==> config.mk <==
export PLATFORM = sky130hd
export DESIGN_NAME = dbg_scan_access
export DESIGN_NICKNAME = d
export VERILOG_FILES = /design/src/rtl/dbg_scan_pkg.sv /design/src/rtl/dbg_scan_ctrl.sv /design/src/rtl/dbg_scan_dp.sv /design/src/rtl/dbg_scan_access.sv
export SDC_FILE = /design/constraint.sdc
export NUM_CORES = 1
export LEC_CHECK = 0
export BUFFER_PORTS_ARGS = -buffer_cell sky130_fd_sc_hd__buf_2
export CORE_ASPECT_RATIO = 2
export CORE_MARGIN = 2
export CORE_UTILIZATION = 49
export CTS_CLUSTER_SIZE = 40
export DETAILED_ROUTE_END_ITERATION = 16
export PLACE_DENSITY = 0.71
export SKIP_CTS_REPAIR_TIMING = 1
export SLEW_MARGIN = 20
export SYNTH_ARGS = -nofsm -noshare
export SYNTH_HDL_FRONTEND = slang
export SYNTH_HIERARCHICAL = 1
export SYNTH_MEMORY_MAX_BITS = 65536
export SYNTH_SLANG_ARGS = --single-unit
==> constraint.sdc <==
create_clock -name tck -period 4.5 [get_ports tck]
set_input_delay 0.9 -clock tck [delete_from_list [all_inputs] [get_ports tck]]
set_output_delay 0.9 -clock tck [all_outputs]
set_load 0.01 [all_outputs]
==> src/rtl/dbg_scan_pkg.sv <==
package dbg_scan_pkg;
  localparam int DATA_W  = 32;
  localparam int ADDR_W  = 5;
  localparam int CHAIN_W = DATA_W + ADDR_W + 1;
  localparam int CTRL_W  = 6;
  localparam int STAT_W  = 10;
  localparam int VCAT_W  = 8;
  localparam int WPC_W   = 9;
  localparam int WPCM_W  = 8;

  // Strobes from control to datapath
  typedef struct packed {
    logic capLoad;   // Capture-DR: reload chain
    logic rdFetch;   // capture carries bank data
    logic shiftEn;   // Shift-DR
    logic updRead;   // Update-DR, direction 0
    logic updWrite;  // Update-DR, direction 1
  } dpCtl_t;

  // Width of a register; 0 marks an unimplemented address
  function automatic int regWidth(input logic [ADDR_W-1:0] a);
    case (a)
      5'd0:                        return CTRL_W;
      5'd1:                        return STAT_W;
      5'd2:                        return VCAT_W;
      5'd8, 5'd9, 5'd10, 5'd11,
      5'd16, 5'd17, 5'd18, 5'd19:  return DATA_W;
      5'd12, 5'd20:                return WPC_W;
      5'd13, 5'd21:                return WPCM_W;
      default:                     return 0;
    endcase
  endfunction

  function automatic logic [DATA_W-1:0] regMask(input logic [ADDR_W-1:0] a);
    int w = regWidth(a);
    logic [DATA_W-1:0] one = DATA_W'(1);
    if (w >= DATA_W) return '1;
    return (one << w) - one;
  endfunction
endpackage

==> src/rtl/dbg_scan_ctrl.sv <==
module dbg_scan_ctrl
  import dbg_scan_pkg::*;
(
  input  logic              tck,
  input  logic              trstN,
  input  logic              captureDr,
  input  logic              shiftDr,
  input  logic              updateDr,
  input  logic              dirBit,
  input  logic [ADDR_W-1:0] selAddr,
  input  logic [ADDR_W-1:0] curAddr,
  output dpCtl_t            ctl,
  output logic              bankRdStb,
  output logic              bankWrStb
);
  logic rdPendQ;
  logic wrStbQ;
  logic curImpl;
  logic selImpl;

  assign curImpl = (regWidth(curAddr) != 0);
  assign selImpl = (regWidth(selAddr) != 0);

  always_comb begin
    ctl.capLoad  = captureDr;
    ctl.rdFetch  = captureDr & rdPendQ & curImpl;
    ctl.shiftEn  = shiftDr;
    ctl.updRead  = updateDr & ~dirBit;
    ctl.updWrite = updateDr & dirBit;
  end

  always_ff @(posedge tck or negedge trstN) begin
    if (!trstN) begin
      rdPendQ <= 1'b0;
      wrStbQ  <= 1'b0;
    end else begin
      if (ctl.updRead)       rdPendQ <= 1'b1;
      else if (ctl.updWrite) rdPendQ <= 1'b0;
      wrStbQ <= ctl.updWrite & selImpl;
    end
  end

  assign bankRdStb = ctl.rdFetch;
  assign bankWrStb = wrStbQ;
endmodule

==> src/rtl/dbg_scan_dp.sv <==
module dbg_scan_dp
  import dbg_scan_pkg::*;
(
  input  logic              tck,
  input  logic              trstN,
  input  dpCtl_t            ctl,
  input  logic              tdi,
  input  logic [DATA_W-1:0] bankRdData,
  output logic              tdo,
  output logic              dirBit,
  output logic [ADDR_W-1:0] selAddr,
  output logic [ADDR_W-1:0] busAddr,
  output logic [DATA_W-1:0] wrData
);
  logic [CHAIN_W-1:0] shiftQ;
  logic [ADDR_W-1:0]  busAddrQ;
  logic [DATA_W-1:0]  wrDataQ;
  logic [DATA_W-1:0]  capData;

  assign capData = ctl.rdFetch ? (bankRdData & regMask(busAddrQ)) : '0;

  always_ff @(posedge tck or negedge trstN) begin
    if (!trstN) begin
      shiftQ   <= '0;
      busAddrQ <= '0;
      wrDataQ  <= '0;
    end else begin
      if (ctl.capLoad)
        shiftQ <= {1'b0, busAddrQ, capData};
      else if (ctl.shiftEn)
        shiftQ <= {tdi, shiftQ[CHAIN_W-1:1]};
      if (ctl.updRead || ctl.updWrite)
        busAddrQ <= shiftQ[DATA_W +: ADDR_W];
      if (ctl.updWrite)
        wrDataQ <= shiftQ[DATA_W-1:0] & regMask(shiftQ[DATA_W +: ADDR_W]);
    end
  end

  assign tdo     = ctl.shiftEn ? shiftQ[0] : 1'b0;
  assign dirBit  = shiftQ[CHAIN_W-1];
  assign selAddr = shiftQ[DATA_W +: ADDR_W];
  assign busAddr = busAddrQ;
  assign wrData  = wrDataQ;
endmodule

==> src/rtl/dbg_scan_access.sv <==
module dbg_scan_access
  import dbg_scan_pkg::*;
(
  input  logic              tck,
  input  logic              trstN,
  input  logic              captureDr,
  input  logic              shiftDr,
  input  logic              updateDr,
  input  logic              tdi,
  output logic              tdo,
  output logic [ADDR_W-1:0] bankAddr,
  output logic [DATA_W-1:0] bankWrData,
  output logic              bankWrStb,
  output logic              bankRdStb,
  input  logic [DATA_W-1:0] bankRdData
);
  dpCtl_t            ctl;
  logic              dirBit;
  logic [ADDR_W-1:0] selAddr;

  dbg_scan_ctrl ctrl_i (
    .tck(tck), .trstN(trstN), .captureDr(captureDr), .shiftDr(shiftDr),
    .updateDr(updateDr), .dirBit(dirBit), .selAddr(selAddr),
    .curAddr(bankAddr), .ctl(ctl), .bankRdStb(bankRdStb),
    .bankWrStb(bankWrStb)
  );

  dbg_scan_dp dp_i (
    .tck(tck), .trstN(trstN), .ctl(ctl), .tdi(tdi),
    .bankRdData(bankRdData), .tdo(tdo), .dirBit(dirBit),
    .selAddr(selAddr), .busAddr(bankAddr), .wrData(bankWrData)
  );
endmodule

## After elaboration in Yosys (flattened, before gate mapping)

Memory sizes are Yosys's and may differ from the RTL's.
Cells that the tools add are included.

- $add $sub $neg: 2
- $lt $le $gt $ge: 2
- Shifts and indexed selects: 2
- Muxes and demuxes: 15
- Bitwise logic cells: 8
- Reduce and logical (&&, ||, !) cells: 5

Operators with widths:

| operator | number |
|---|---|
| $mux W32 | 7 |
| $mux W38 | 2 |
| $and A32 B32 Y32 | 2 |
| $ge A32 B7 Y1 const B | 2 |
| $reduce_bool A32 Y1 | 2 |
| $shl A1 B32 Y32 const A | 2 |
| $sub A32 B1 Y32 const B | 2 |
| $mux W1 | 6 |
| $and A1 B1 Y1 | 5 |
| $reduce_bool A2 Y1 | 2 |
| $logic_or A1 B1 Y1 | 1 |
| $not A1 Y1 | 1 |

- Bits in registers: 77
- Bits in read-only memories: 640
- Bits of input ports: 38
- Output and inout bits: 40
- Logic and storage cells: 43
- Memories: 4

Memories:

| name | words | width | rd ports | clocked after memory_dff | wr ports | RTL line | source |
|---|---|---|---|---|---|---|---|
| (name not given) | 32 | 5 | 1 | 0 | 0 | dbg_scan_pkg.sv:22 | `case (a)` |
| (name not given) | 32 | 5 | 1 | 0 | 0 | dbg_scan_pkg.sv:22 |  |
| (name not given) | 32 | 5 | 1 | 0 | 0 | dbg_scan_pkg.sv:22 |  |
| (name not given) | 32 | 5 | 1 | 0 | 0 | dbg_scan_pkg.sv:22 |  |

## Longest topological paths before layout

Gate-level depths: netlist of the first run.

- Depth after elaboration: 8
- Depth in mapped cells: 13
- Mapped depth without buffers: 10

## Modules after synthesis

The synthesis of the first run kept the hierarchy.

By module, submodules not included:

| module | times used | cells an instance | area each (um2) | sequential area each (um2) |
|---|---|---|---|---|
| dbg_scan_dp | 1 | 471 | 4247.8 | 1876.8 |
| dbg_scan_ctrl | 1 | 27 | 212.7 | 50.0 |

## Least setup slack after synthesis of the first run

Ideal clock, no wire load.

- Kind: flip-flop to flip-flop
- Start point: reg dp_i.busAddrQ[1], in the netlist dp_i/busAddr[1]
- End point: reg dp_i.shiftQ[12]
- Library setup time: 77 ps
- Arrival: 2893 ps
- Required time: 4423 ps
- Path slack: 1530 ps
- Stages on the path, launching flop included: 14
- Path buffers: 3
- Clock period less this slack: 2970 ps
- Path through: dfrtp_1 buf_2 inv_1 ha_1 clkbuf_1 or3_1 a21oi_1 a211oi_1 ha_1 clkbuf_1 inv_1 nor4_1 o2111ai_1 a21oi_1

- Longest elaborated chain between the ends: 7
- Elaborated cells between the ends (all ways): 12
- Those cells by class: add/sub: 1; order compare: 1; shift: 1; mux: 4; bitwise: 2; reduce/logical: 1; memory: 2

RTL lines:

| element | RTL line | source |
|---|---|---|
| from (decl) | dbg_scan_dp.sv:16 | `logic [ADDR_W-1:0] busAddrQ;` |
| from (signal assigned) | dbg_scan_dp.sv:33 | `busAddrQ <= shiftQ[DATA_W +: ADDR_W];` |
| $mem_v2 Z32 W5 | -- |  |
| $shl A1 B32 Y32 / $ge A32 B7 Y1 (equally long branches) | dbg_scan_pkg.sv:38, dbg_scan_pkg.sv:37 |  |
| $sub A32 B1 Y32 / $mux W1 (equally long branches) | dbg_scan_pkg.sv:38, dbg_scan_pkg.sv:37 |  |
| $mux W32 | dbg_scan_pkg.sv:38 | `return (one << w) - one;` |
| $and A32 B32 Y32 | dbg_scan_dp.sv:20 | `assign capData = ctl.rdFetch ? (bankRdData & regMask(busAddrQ)) : '0;` |
| $mux W32 * | dbg_scan_dp.sv:20 |  |
| $mux W38 * | dbg_scan_dp.sv:28 | `if (ctl.capLoad)` |
| to (signal assigned) | dbg_scan_dp.sv:29 | `shiftQ <= {1'b0, busAddrQ, capData};` |
| to (signal assigned) | dbg_scan_dp.sv:31 | `shiftQ <= {tdi, shiftQ[CHAIN_W-1:1]};` |
| to (decl) | dbg_scan_dp.sv:15 | `logic [CHAIN_W-1:0] shiftQ;` |

Every way passes the cells marked *; elsewhere a longest branch is shown, timed or not.
A chain may end at the register's enable or synchronous reset.

## Final worst setup path of the first run

- Start point: reg dp_i.busAddrQ[1], in the netlist dp_i/busAddr[1]
- End point: reg dp_i.shiftQ[16]

Same word-level chain as after synthesis.

==> flow_metrics.tcl, run 1 <==
set metrics [dict create \
    slowest_stage "ha_1" \
    p_leak_uw 0.00237 \
    outcome "finished clean" \
    drv_cap 0 \
    setup_violations 0 \
    cp_slowest_stage_delay_ns 0.56 \
    finalHoldViolCount 0 \
    antenna_found_initial 0 \
    cp-startpoint "dp_i/busAddr[1]" \
    clk_path_buf_depth 2 \
    cts_buffers 9 \
    vias 4054 \
    power.density_nw_per_um2 557 \
    die_x_um 71.5 \
    ios 78 \
    relSlewSlack 0.451 \
    synth_seq_cells 77 \
    grt_remaining_overflow 0 \
    finalSetupTns_ns 0 \
    p_total_uw 2870 \
    synth_edf_count 0 \
    vias_per_cell 6.19 \
    p_int_uw 1750 \
    clock_power_share 0.266 \
    drt-initial-drc-count 255 \
    rsz0062_at_grt "no" \
    fp-row-count 49 \
    worst-path-buf-inv 2 \
    dieArea_sq_um 9930 \
    drc_errors 0 \
    crit_arrival_ns 3.42 \
    ys_types 68 \
    cp_max_fo 16 \
    placed_cell_area_sq_um 4800 \
    crit_path_end_kind "flop" \
    drive_above_1_share 0.199 \
    synthCells 498 \
    hp-class "in -> async" \
    syn_area_sq_um 4460 \
    syn_to_final_growth_pct 15.4 \
    fin_crit_ns 3.17 \
    cts_sinks 77 \
    grt_usage 0.268 \
    postRouteWirelength_mm 13.1 \
    cp-start-kind "flop" \
    htree_levels 3 \
    clock_skew_ns 0.00527 \
    wl_per_cell_um 20.0 \
    final_nets 596 \
    crit_chain "inv_1 -> ha_1 -> nand2b_1 -> a21oi_1 -> a211oi_1 -> ha_1 -> inv_1 -> nor4_1 -> a21oi_2 -> o22ai_1" \
    sw_frac_of_total 0.391 \
    mostFrequentLayoutCells "dfrtp_1 (77), buf_2 (76), nand2_1 (52)" \
    fillers 817 \
    grt_pass1_wl_mm 20.5 \
    r2r-start "dp_i/busAddr[1]" \
    yosysWarnings 6 \
    final_common_cell "dfrtp_1" \
    cp_top_family "adder cells" \
    synth_flop_cell "dfrtp_1" \
    fmax_ghz 0.315 \
    final_cell_area_sq_um 5150 \
    cts_tree "done" \
    first_pass_iters 5 \
    start_util 0.498 \
    period_share 0.704 \
    place_congestion 0.987 \
    ir_drop_mv 0.340 \
    reg2reg_slack_ns 1.33 \
    cts_root_buffer "clkbuf_16" \
    postSynthAreaPerCell_sq_um 8.96 \
    grt_pass1_vias 3950 \
    required_ns 4.75 \
    hpwl_mm 9.54 \
    crit_type "reg -> reg" \
    grt_start_max_net_pins 78 \
    diodes 0 \
    switchingPower_uw 1120 \
    coreArea_sq_um 8950 \
    die_h_um 139 \
    tightest_slew_ns 0.823 \
    report.final.slew_viol_count 0 \
    p_comb_frac 0.385 \
    p_seq_frac 0.349 \
    yosysSeqAreaShare 0.432 \
    ys_async_sr_fraction 1.00 \
    worstSkewPairLatency_ns 0.33 \
    portBuffers 77 \
    path_clk_slew_ns 0.06 \
    ant_nets 0 \
]
-- layout make-up --
cell class | instances | area, sq um | area share
flip-flops and latches | 77 | 1930 | 0.374
well taps | 102 | 128 | 0.0248
clock buffers | 11 | 243 | 0.0472
clock inverters | 4 | 72.6 | 0.0141
inverters | 29 | 109 | 0.0211
repair buffers | 82 | 445 | 0.0865
multi-input cells | 350 | 2220 | 0.432
-- power by group through the flow --
stage                     Sequential [uW]  Combinational, uW  Clock (uW)
after global placement               1000               1070           0
after CTS                             997               1100         780
after floorplan                       962                794           0
after global routing                 1020               1210         802
final                                1000               1100         764
after detailed placement             1010               1090           0
-- sequential cells by signal (all words and copies together) (netlist names) --
| name | cells |
|---|---|
| dp_i/wrData | 32 |
| ctrl_i/rdPendQ | 1 |
| dp_i/shiftQ | 38 |
| dp_i/busAddr | 5 |
| ctrl_i/bankWrStb | 1 |
-- kinds of logic (layout without fill, tap and decap cells) --
| family | Yosys count | after routing | synth area share |
|---|---|---|---|
| AND/OR/NAND/NOR | 153 | 153 | 0.171 |
| AO/OA/AOI/OAI | 158 | 158 | 0.238 |
| buffers and inverters | 72 | 126 | 0.0704 |
| XOR/XNOR | 4 | 4 | 0.00786 |
| flip-flops | 77 | 77 | 0.432 |
| other | 1 | 2 | 0.000841 |
| adder cells (fa/ha/maj) | 9 | 9 | 0.0252 |
| multiplexers | 24 | 24 | 0.0553 |
-- metrics by stage --
step | hold slack, ns | setup slack (ns) | instances | util
after detailed placement | 0.468 | 1.37 | 639 | 0.537
after CTS | 0.484 | 1.35 | 654 | 0.572
final | 0.468 | 1.33 | 655 | 0.575
after global routing | 0.490 | 1.02 | 655 | 0.575
after global placement | 0.464 | 1.43 | 639 | 0.537
after floorplan | 0.446 | 1.53 | 499 | -
-- path summary, 6_finish.rpt --
check / end / cells after the start
setup / recovery: dp_i/shiftQ[16] / 10
setup reg to reg: dp_i/shiftQ[16] / 10
hold reg to reg: dp_i/wrData[29] / 1
max in group asynchronous: dp_i/shiftQ[3] / 2
hold / removal: dp_i/wrData[2] / 1
min in group tck: dp_i/wrData[29] / 1
-- cells in the mapped netlist, drive strengths merged (5+ instances only) --
library cell	count	area (sq um)
a31oi	6	37.5
buf	20	119
a21oi	31	159
nand3	13	65.1
dfrtp	77	1930
nor2	41	154
nor2b	5	31.3
o21ai	38	190
nand2	52	195
clkbuf	23	86.3
o22ai	7	43.8
o21a	7	52.6
inv	28	105
ha	9	113
mux2i	19	190
o211ai	8	60.1
mux2	5	56.3
nand4	6	37.5
nor3	6	46.3
a211oi	6	45.0
o2bb2ai	21	184
-- layer usage --
layer	global-route usage	wire length [um]	vias to the layer above
met3	0.0356	580	45
met5	0	0	-
met4	0.143	671	0
met2	0.466	6910	176
li1	-	-	1891
met1	0.311	4970	1942
Note: power is estimated with default switching activity, not from simulation.
==> run 2, diff against run 1 <==
clock period = 3 ns   (was 4.5 ns; I/O delays follow)
==> flow_metrics.tcl, run 2 (same netlist as run 1, synthesis figures left out) <==
set metrics [dict create \
    relSlewSlack 0.333 \
    dp.cells 655 \
    hp-class "in -> async" \
    report.final.slew_viol_count 0 \
    vias 4168 \
    clk_path_buf_depth 2 \
    outcome "finished clean" \
    antenna_found_initial 0 \
    hpwl_mm 9.73 \
    crit_path_end_kind "flop" \
    first_pass_iters 7 \
    drt-initial-drc-count 303 \
    grt_start_max_net_pins 78 \
    cts_buffers 9 \
    drv_cap 0 \
    power.density_nw_per_um2 842 \
    dieArea_sq_um 9930 \
    mostFrequentLayoutCells "dfrtp_1 (77), buf_2 (76), nand2_1 (52)" \
    ios 78 \
    fin_crit_ns 2.78 \
    path_clk_slew_ns 0.06 \
    portBuffers 77 \
    cp_max_fo 7 \
    drive_above_1_share 0.224 \
    fp-row-count 49 \
    tightest_slew_ns 1.00 \
    finalSetupTns_ns 0 \
    switchingPower_uw 1730 \
    cts_sinks 77 \
    cts_root_buffer "clkbuf_16" \
    worstSkewPairLatency_ns 0.34 \
    p_seq_frac 0.330 \
    ir_drop_mv 0.355 \
    final_common_cell "dfrtp_1" \
    crit_arrival_ns 3.05 \
    grt_pass1_vias 4116 \
    hold_ws_ns 0.410 \
    syn_to_final_growth_pct 17.6 \
    start_util 0.498 \
    die_x_um 71.5 \
    grt_usage 0.277 \
    p_leak_uw 0.00244 \
    p_comb_frac 0.404 \
    htree_levels 3 \
    ant_nets 0 \
    largest_reg_flops 38 \
    finalHoldViolCount 0 \
    drc_errors 0 \
    fmax_ghz 0.359 \
    cp-start-kind "flop" \
    place_congestion 1.00 \
    grt_remaining_overflow 0 \
    wl_per_cell_um 19.9 \
    rsz0062_at_grt "no" \
    p_int_uw 2690 \
    finalNonFillerCells 670 \
    vias_per_cell 6.22 \
    clock_skew_ns 0.00524 \
    required_ns 3.27 \
    setup_violations 0 \
    sw_frac_of_total 0.392 \
    diodes 0 \
    final_nets 611 \
    grt_pass1_wl_mm 21.1 \
    cts_tree "done" \
    largest-register "dp_i/shiftQ" \
    coreArea_sq_um 8950 \
    postRouteWirelength_mm 13.3 \
    crit_type "reg -> reg" \
    period_share 0.928 \
    clock_power_share 0.265 \
    die_h_um 139 \
]
## run 2: metrics by stage
step / utilization / cell area, sq um / worst slack, ns / total power (uW)
2_1_floorplan: - / 4460 / 0.0298 / 2630
3_3_place_gp: 0.550 / 4920 / 0.244 / 3160
3_5_place_dp: 0.550 / 4920 / 0.106 / 3210
4_1_cts: 0.585 / 5240 / 0.0679 / 4400
5_1_grt: 0.586 / 5250 / 0.0359 / 4670
6_report: 0.586 / 5250 / 0.217 / 4420
## run 2: worst paths after layout
path | start | endpoint | slack [ns] | cells after the start
max reg2reg | dp_i/busAddr[0] | dp_i/shiftQ[12] | 0.22 | 10
min reg2reg | dp_i/wrData[23] | dp_i/wrData[23] | 0.48 | 1
max | dp_i/busAddr[0] | dp_i/shiftQ[12] | 0.22 | 10
min | trstN | dp_i/wrData[7] | 0.41 | 1
max in group asynchronous | trstN | dp_i/wrData[24] | 1.93 | 1
min in group tck | bankRdData[26] | dp_i/shiftQ[26] | 0.47 | 2
## run 2: final cells by class
type,count,area [sq um]
clock buffers,11,243
clock inverters,4,72.6
fillers,807,3700
inverters,29,109
multi-input cells,350,2230
flip-flops and latches,77,1930
well taps,102,128
repair buffers,97,538
## run 2: per-layer routing
layer	vias up	track usage	wire length (um)
li1	1914	-	-
met1	2021	0.310	4860
met2	175	0.471	6950
met3	58	0.0458	650
met4	0	0.179	861
met5	-	0	0
## run 2: worst max-delay path, stage by stage (launching register included)
cell and delay (ns):
dfrtp_1 0.44, inv_1 0.07, ha_1 0.30, or3_1 0.12
a21oi_1 0.09, a211oi_1 0.32, ha_1 0.36, inv_1 0.10
nor4_1 0.52, o2111ai_1 0.22, a21oi_1 0.18
## run 2: power groups by stage
stage | combinational (uW) | sequential [uW] | clock, uW
finish | 1790 | 1460 | 1170
global route | 1940 | 1490 | 1230
CTS | 1750 | 1450 | 1190
detailed placement | 1740 | 1470 | 0
global placement | 1700 | 1460 | 0
floorplan | 1190 | 1440 | 0
